==> src/rtl/fcg_pkg.sv <==
package fcg_pkg;
    localparam int ADDR_W = 4;

    typedef enum logic [ADDR_W-1:0] {
        A_HI_LOWER  = 4'd0,
        A_HI_UPPER  = 4'd1,
        A_LO_LOWER  = 4'd2,
        A_LO_UPPER  = 4'd3,
        A_MASK_HI   = 4'd4,
        A_MASK_LO   = 4'd5,
        A_LINK_EN   = 4'd8,
        A_CLASS_EN  = 4'd9,
        A_PRIO_EN   = 4'd10,
        A_OUT_EN    = 4'd11
    } fcg_addr_e;

    localparam int N_REQ = 2;   // index 0: high priority, 1: low priority
    localparam int N_EXT = 2;
    localparam int N_SRC = 1 + N_EXT;

    typedef struct packed {
        logic link;
        logic cls;
        logic prio;
    } fcg_mode_t;
endpackage

==> src/rtl/fcg_cfg.sv <==
module fcg_cfg
    import fcg_pkg::*;
#(
    parameter int THR_W  = 10,
    parameter int CLS_W  = 16,
    parameter int DATA_W = 16
) (
    input  logic                         clk,
    input  logic                         rst_n,
    input  logic                         wr,
    input  logic [ADDR_W-1:0]            addr,
    input  logic [DATA_W-1:0]            wdata,
    output logic [N_REQ-1:0][THR_W-1:0]  thr_lower,
    output logic [N_REQ-1:0][THR_W-1:0]  thr_upper,
    output logic [N_REQ-1:0][CLS_W-1:0]  cls_mask,
    output fcg_mode_t                    mode,
    output logic                         out_en
);
    typedef struct packed {
        logic [N_REQ-1:0][THR_W-1:0] lower;
        logic [N_REQ-1:0][THR_W-1:0] upper;
        logic [N_REQ-1:0][CLS_W-1:0] mask;
        fcg_mode_t                   mode;
        logic                        oen;
    } cfg_t;

    cfg_t cfg_d, cfg_q;

    always_comb begin
        cfg_d = cfg_q;
        if (wr) begin
            unique case (fcg_addr_e'(addr))
                A_HI_LOWER: cfg_d.lower[0] = wdata[THR_W-1:0];
                A_HI_UPPER: cfg_d.upper[0] = wdata[THR_W-1:0];
                A_LO_LOWER: cfg_d.lower[1] = wdata[THR_W-1:0];
                A_LO_UPPER: cfg_d.upper[1] = wdata[THR_W-1:0];
                A_MASK_HI:  cfg_d.mask[0]  = wdata[CLS_W-1:0];
                A_MASK_LO:  cfg_d.mask[1]  = wdata[CLS_W-1:0];
                A_LINK_EN:
                    if (!wdata[0] || (!cfg_q.mode.cls && !cfg_q.mode.prio))
                        cfg_d.mode.link = wdata[0];
                A_CLASS_EN:
                    if (!wdata[0] || (!cfg_q.mode.link && !cfg_q.mode.prio))
                        cfg_d.mode.cls = wdata[0];
                A_PRIO_EN:
                    if (!wdata[0] || (!cfg_q.mode.link && !cfg_q.mode.cls))
                        cfg_d.mode.prio = wdata[0];
                A_OUT_EN:   cfg_d.oen = wdata[0];
                default: ;
            endcase
        end
    end

    always_ff @(posedge clk) begin
        if (!rst_n) cfg_q <= '0;
        else        cfg_q <= cfg_d;
    end

    assign thr_lower = cfg_q.lower;
    assign thr_upper = cfg_q.upper;
    assign cls_mask  = cfg_q.mask;
    assign mode      = cfg_q.mode;
    assign out_en    = cfg_q.oen;
endmodule

==> src/rtl/fcg_hyst.sv <==
module fcg_hyst #(
    parameter int THR_W = 10
) (
    input  logic             clk,
    input  logic             rst_n,
    input  logic [THR_W-1:0] level,
    input  logic [THR_W-1:0] lower,
    input  logic [THR_W-1:0] upper,
    output logic             req
);
    logic req_d, req_q;

    always_comb begin
        req_d = req_q;
        if (level < lower)      req_d = 1'b1;
        else if (level > upper) req_d = 1'b0;
    end

    always_ff @(posedge clk) begin
        if (!rst_n) req_q <= 1'b0;
        else        req_q <= req_d;
    end

    assign req = req_q;
endmodule

==> src/rtl/fcg_map.sv <==
module fcg_map
    import fcg_pkg::*;
#(
    parameter int CLS_W = 16
) (
    input  logic [N_REQ-1:0]             req,
    input  logic [N_REQ-1:0][CLS_W-1:0]  cls_mask,
    input  logic [N_SRC-1:0]             src_en,
    input  logic [N_EXT-1:0][CLS_W-1:0]  ext_req,
    input  fcg_mode_t                    mode,
    output logic [CLS_W-1:0]             vec
);
    logic [N_REQ-1:0][CLS_W-1:0] req_part;
    logic [N_EXT-1:0][CLS_W-1:0] ext_part;
    logic [CLS_W-1:0]            own_vec;
    logic [CLS_W-1:0]            ext_vec;
    logic [CLS_W-1:0]            cls_vec;

    for (genvar g = 0; g < N_REQ; g++) begin : g_req
        assign req_part[g] = cls_mask[g] & {CLS_W{req[g]}};
    end
    for (genvar g = 0; g < N_EXT; g++) begin : g_ext
        assign ext_part[g] = ext_req[g] & {CLS_W{src_en[g+1]}};
    end

    always_comb begin
        own_vec = '0;
        for (int i = 0; i < N_REQ; i++) own_vec |= req_part[i];
        ext_vec = '0;
        for (int i = 0; i < N_EXT; i++) ext_vec |= ext_part[i];
        cls_vec = (src_en[0] ? own_vec : '0) | ext_vec;
        vec = '0;
        if (mode.cls || mode.prio) vec = cls_vec;
        else if (mode.link)        vec[0] = |cls_vec;
    end
endmodule

==> src/rtl/fc_class_pause_gen.sv <==
module fc_class_pause_gen
    import fcg_pkg::*;
#(
    parameter int THR_W  = 10,
    parameter int CLS_W  = 16,
    parameter int DATA_W = 16
) (
    input  logic              clk,
    input  logic              rst_n,
    input  logic [THR_W-1:0]  free_blocks,
    input  logic              cfg_wr,
    input  logic [3:0]        cfg_addr,
    input  logic [DATA_W-1:0] cfg_wdata,
    input  logic [2:0]        src_en,
    input  logic [CLS_W-1:0]  ext_req_a,
    input  logic [CLS_W-1:0]  ext_req_b,
    output logic [CLS_W-1:0]  pause_vec,
    output logic              pause_valid
);
    typedef struct packed {
        logic [CLS_W-1:0] vec;
        logic             vld;
    } out_t;

    logic [N_REQ-1:0][THR_W-1:0] thr_lower, thr_upper;
    logic [N_REQ-1:0][CLS_W-1:0] cls_mask;
    fcg_mode_t                   mode;
    logic                        out_en;
    logic [N_REQ-1:0]            req;
    logic [N_EXT-1:0][CLS_W-1:0] ext_req;
    logic [CLS_W-1:0]            map_vec;
    out_t                        out_d, out_q;

    fcg_cfg #(.THR_W(THR_W), .CLS_W(CLS_W), .DATA_W(DATA_W)) i_cfg (
        .clk(clk), .rst_n(rst_n), .wr(cfg_wr), .addr(cfg_addr),
        .wdata(cfg_wdata), .thr_lower(thr_lower), .thr_upper(thr_upper),
        .cls_mask(cls_mask), .mode(mode), .out_en(out_en)
    );

    for (genvar g = 0; g < N_REQ; g++) begin : g_hyst
        fcg_hyst #(.THR_W(THR_W)) i_hyst (
            .clk(clk), .rst_n(rst_n), .level(free_blocks),
            .lower(thr_lower[g]), .upper(thr_upper[g]), .req(req[g])
        );
    end

    assign ext_req[0] = ext_req_a;
    assign ext_req[1] = ext_req_b;

    fcg_map #(.CLS_W(CLS_W)) i_map (
        .req(req), .cls_mask(cls_mask), .src_en(src_en),
        .ext_req(ext_req), .mode(mode), .vec(map_vec)
    );

    always_comb begin
        out_d     = out_q;
        out_d.vec = map_vec;
        out_d.vld = out_en && (map_vec != out_q.vec);
    end

    always_ff @(posedge clk) begin
        if (!rst_n) out_q <= '0;
        else        out_q <= out_d;
    end

    assign pause_vec   = out_q.vec;
    assign pause_valid = out_q.vld;
endmodule

==> config.mk <==
export PLATFORM = sky130hd
export DESIGN_NAME = fc_class_pause_gen
export DESIGN_NICKNAME = d
export VERILOG_FILES = /design/src/rtl/fcg_pkg.sv /design/src/rtl/fcg_cfg.sv /design/src/rtl/fcg_hyst.sv /design/src/rtl/fcg_map.sv /design/src/rtl/fc_class_pause_gen.sv
export SDC_FILE = /design/constraint.sdc
export NUM_CORES = 1
export LEC_CHECK = 0
export ABC_AREA = 1
export BUFFER_PORTS_ARGS = -buffer_cell sky130_fd_sc_hd__clkbuf_2
export CAP_MARGIN = 25
export CORE_MARGIN = 2
export CORE_UTILIZATION = 50
export DETAILED_ROUTE_END_ITERATION = 10
export PLACE_DENSITY = 0.76
export SYNTH_ARGS = -nofsm -noshare
export SYNTH_HDL_FRONTEND = slang
export SYNTH_HIERARCHICAL = 1
export SYNTH_SLANG_ARGS = --single-unit
==> constraint.sdc <==
create_clock -name clk -period 2 [get_ports clk]
set_input_delay 0.2 -clock clk [delete_from_list [all_inputs] [get_ports clk]]
set_output_delay 0.2 -clock clk [all_outputs]
set_load 0.02 [all_outputs]
==> impl_metrics.env <==
export IMPL_run_status="finished, final reports clean"
export IMPL_start_util_pct=51.7
export IMPL_dp_slack_ps=189
export IMPL_clk_pin_slew_ps=90
export IMPL_ys_warn_count=6
export IMPL_final_layout_size_suffix_gt1_share_pct=17.3
export IMPL_final_min_clock_period_ps=1760
export IMPL_gr_usage_all_layers_pct=23.1
export IMPL_wl_um=13200
export IMPL_h_tree_depth=3
export IMPL_numCtsBuffers=9
export IMPL_first_global_vias=4861
export IMPL_crit_required_ps=2270
export IMPL_cp_start_kind="flop"
export IMPL_syn2layout_area_growth_pct=13.3
export IMPL_numPortBuffers=84
export IMPL_cts_tree="built"
export IMPL_place_hpwl_um=9740
export IMPL_grt_overflow_total=0
export IMPL_crit_fanout=8
export IMPL_fin_crit_sh_pct=88.2
export IMPL_drv_slew=0
export IMPL_maxCapViolations=0
export IMPL_vias=5314
export IMPL_dieHeight_um=110
export IMPL_row_count=38
export IMPL_tightest_slew_ps=386
export IMPL_synth_top_cell_area_share_pct=33.8
export IMPL_syn_nets=973
export IMPL_cp_end_kind="flop"
export IMPL_drt_iter0_drc=295
export IMPL_clockBufferDepth=2
export IMPL_ir_drop_mv=0.464
export IMPL_grt_max_degree=96
export IMPL_timing_fmax_ghz=0.567
export IMPL_finalSetupViolCount=0
export IMPL_fin_tns_setup_ps=0
export IMPL_hp_class="primary input to flop"
export IMPL_power_density_nw_per_um2=613
export IMPL_num_antenna_cells=0
export IMPL_syn_area_um2=5630
export IMPL_synth_seq_area_share_pct=33.8
export IMPL_worstPathArrival_ps=2030
export IMPL_yosys_top_cells_area="dfxtp_1, nand2_1, nor2_1"
export IMPL_synth_ff_type="dfxtp_1"
export IMPL_slew_headroom_pct=74.2
export IMPL_synth_top_area_cell="dfxtp_1"
export IMPL_p_leak_nw=3.13
export IMPL_setup_worst_path_class="flop to flop"
export IMPL_cts_sinks=95
export IMPL_grt_pass1_wl_um=21800
export IMPL_synth_edf_count=0
export IMPL_synthesis_instances=867
export IMPL_synth_top_cells_by_count="nand2_1, nor2_1, inv_1"
export IMPL_hold_viol_final=0
export IMPL_synth_most_common_cell="nand2_1"
export IMPL_drcViolationCount=0
export IMPL_ant_nets=0
export IMPL_layout_setup_ws_ps=236
export IMPL_ys_ff_latch=95
export IMPL_antenna_found_initial=0
export IMPL_root_buffer="clkbuf_8"
export IMPL_die_w_um=110
export IMPL_rsz0062_at_grt="true"
export IMPL_die_area_um2=12100
export IMPL_async_flop_share_pct=0
export IMPL_place_congestion=0.825
export IMPL_ctsHoldBuffers=0
export IMPL_hold_slack_ps=71.8
export IMPL_synth_distinct_cells=32
export IMPL_avgSynthCellArea_um2=6.49
export IMPL_ios=85
export IMPL_clk_latency_ps=370
export IMPL_final_setup_skew_ps=6.13
export IMPL_post_route_cell_area_um2=6370
export IMPL_wire_per_inst_um=12.1
export IMPL_drt_pass1_iterations=7
export IMPL_final_nets=1050
export IMPL_place_area_um2=6110
export IMPL_routed_via_density=4.88
export IMPL_fp_coreArea_um2=10900
[report_power, final]
group / leakage (nW) / switching, W / internal (W)
Combinational: 2.25 / 0.000365 / 0.000221
Clock: 0.113 / 0.000682 / 0.000683
Sequential: 0.769 / 0.0000250 / 0.00193
[sequential cells by signal (all words and copies together), names as in the netlist]
name               flops
i_cfg/thr_lower       20
i_cfg/mode             3
i_cfg/out_en           1
g_hyst.i_hyst/req      2
i_cfg/cls_mask        32
i_cfg/thr_upper       20
pause_valid            1
pause_vec             16
[cell usage in the layout, fill, tap and decap left out, types with 2 or more instances in the layout]
cell,netlist,final
clkbuf_2,1,84
nor2_4,4,4
a21o_1,2,2
nor2_2,6,8
o21bai_1,2,2
nor2_1,157,155
nor3_2,2,2
a21boi_0,12,12
a21oi_1,29,29
clkbuf_8,0,12
buf_4,4,12
o21ai_0,24,24
dfxtp_1,95,93
dfxtp_2,0,2
nand4_1,13,13
inv_2,8,8
nor3_1,16,16
clkinv_1,2,2
a21oi_2,2,2
inv_1,111,111
nand2_1,240,236
ha_1,38,38
buf_6,8,2
nand2_2,10,14
o21ai_1,41,41
clkinv_4,0,2
nand3_2,5,6
nand3_1,11,10
[cell families (layout without fill, tap and decap cells)]
group	after synthesis	count (layout)	share of synthesized area, %
buffers and inverters	154	236	12.0
flip-flops	95	95	33.8
AO/OA/AOI/OAI	112	112	10.8
adder cells (fa/ha/maj)	38	38	8.45
AND/OR/NAND/NOR	467	467	34.8
XOR/XNOR	1	1	0.156
[timing repair]
action / in CTS / in global routing
hold endpoints to repair: 0 / 0
buffers inserted: 0 / 0
gates resized for setup: 0 / 15
endpoints found under the setup margin: 0 / 1
[worst max-delay path, stage by stage, from the launching register on]
cell and delay (ps):
dfxtp_2 350, buf_6 140, nand2_1 50, nand2_1 70
nand2_2 80, nand2_2 40, nor2_1 100, nand2_1 70
nor2_2 130, nand2_1 80, nand3_2 60, nand2_2 60
nor2_2 100, nor2_1 50, nor2_1 80, nand2_1 50
nor2_1 80, a21oi_1 60
[layer usage]
| metal | vias up | track usage, % | share of wire (%) |
|---|---|---|---|
| li1 | 2832 | - | - |
| met1 | 2353 | 30.3 | 46 |
| met2 | 107 | 37.9 | 47 |
| met3 | 22 | 4.41 | 4.9 |
| met4 | 0 | 8.48 | 2.1 |
| met5 | - | 0 | 0 |
[layout make-up]
| class | count | area [um^2] |
|---|---|---|
| Multi-Input combinational cell | 618 | 3070 |
| Timing Repair Buffer | 99 | 553 |
| Sequential cell | 95 | 1900 |
| Fill cell | 1062 | 4510 |
| Clock buffer | 12 | 165 |
| Clock inverter | 4 | 52.6 |
| Inverter | 121 | 454 |
| Tap cell | 140 | 175 |
[per-stage QoR]
step,std cells,total power (W),util [%]
floorplan,867,0.00239,-
global route,1089,0.00411,58.5
CTS,1087,0.00394,58.1
global placement,1071,0.00256,56.1
detailed placement,1071,0.00257,56.1
finish,1089,0.00391,58.5
[final timing paths]
kind	start	cells after the start	slack, ps	endpoint
max	g_hyst[0].i_hyst/req	17	240	pause_valid
max reg2reg	g_hyst[0].i_hyst/req	17	240	pause_valid
min	cfg_wdata[13]	3	70	i_cfg/cls_mask[29]
min reg2reg	i_cfg/out_en	2	470	pause_valid
No activity file was read; power rests on OpenSTA's default activity.
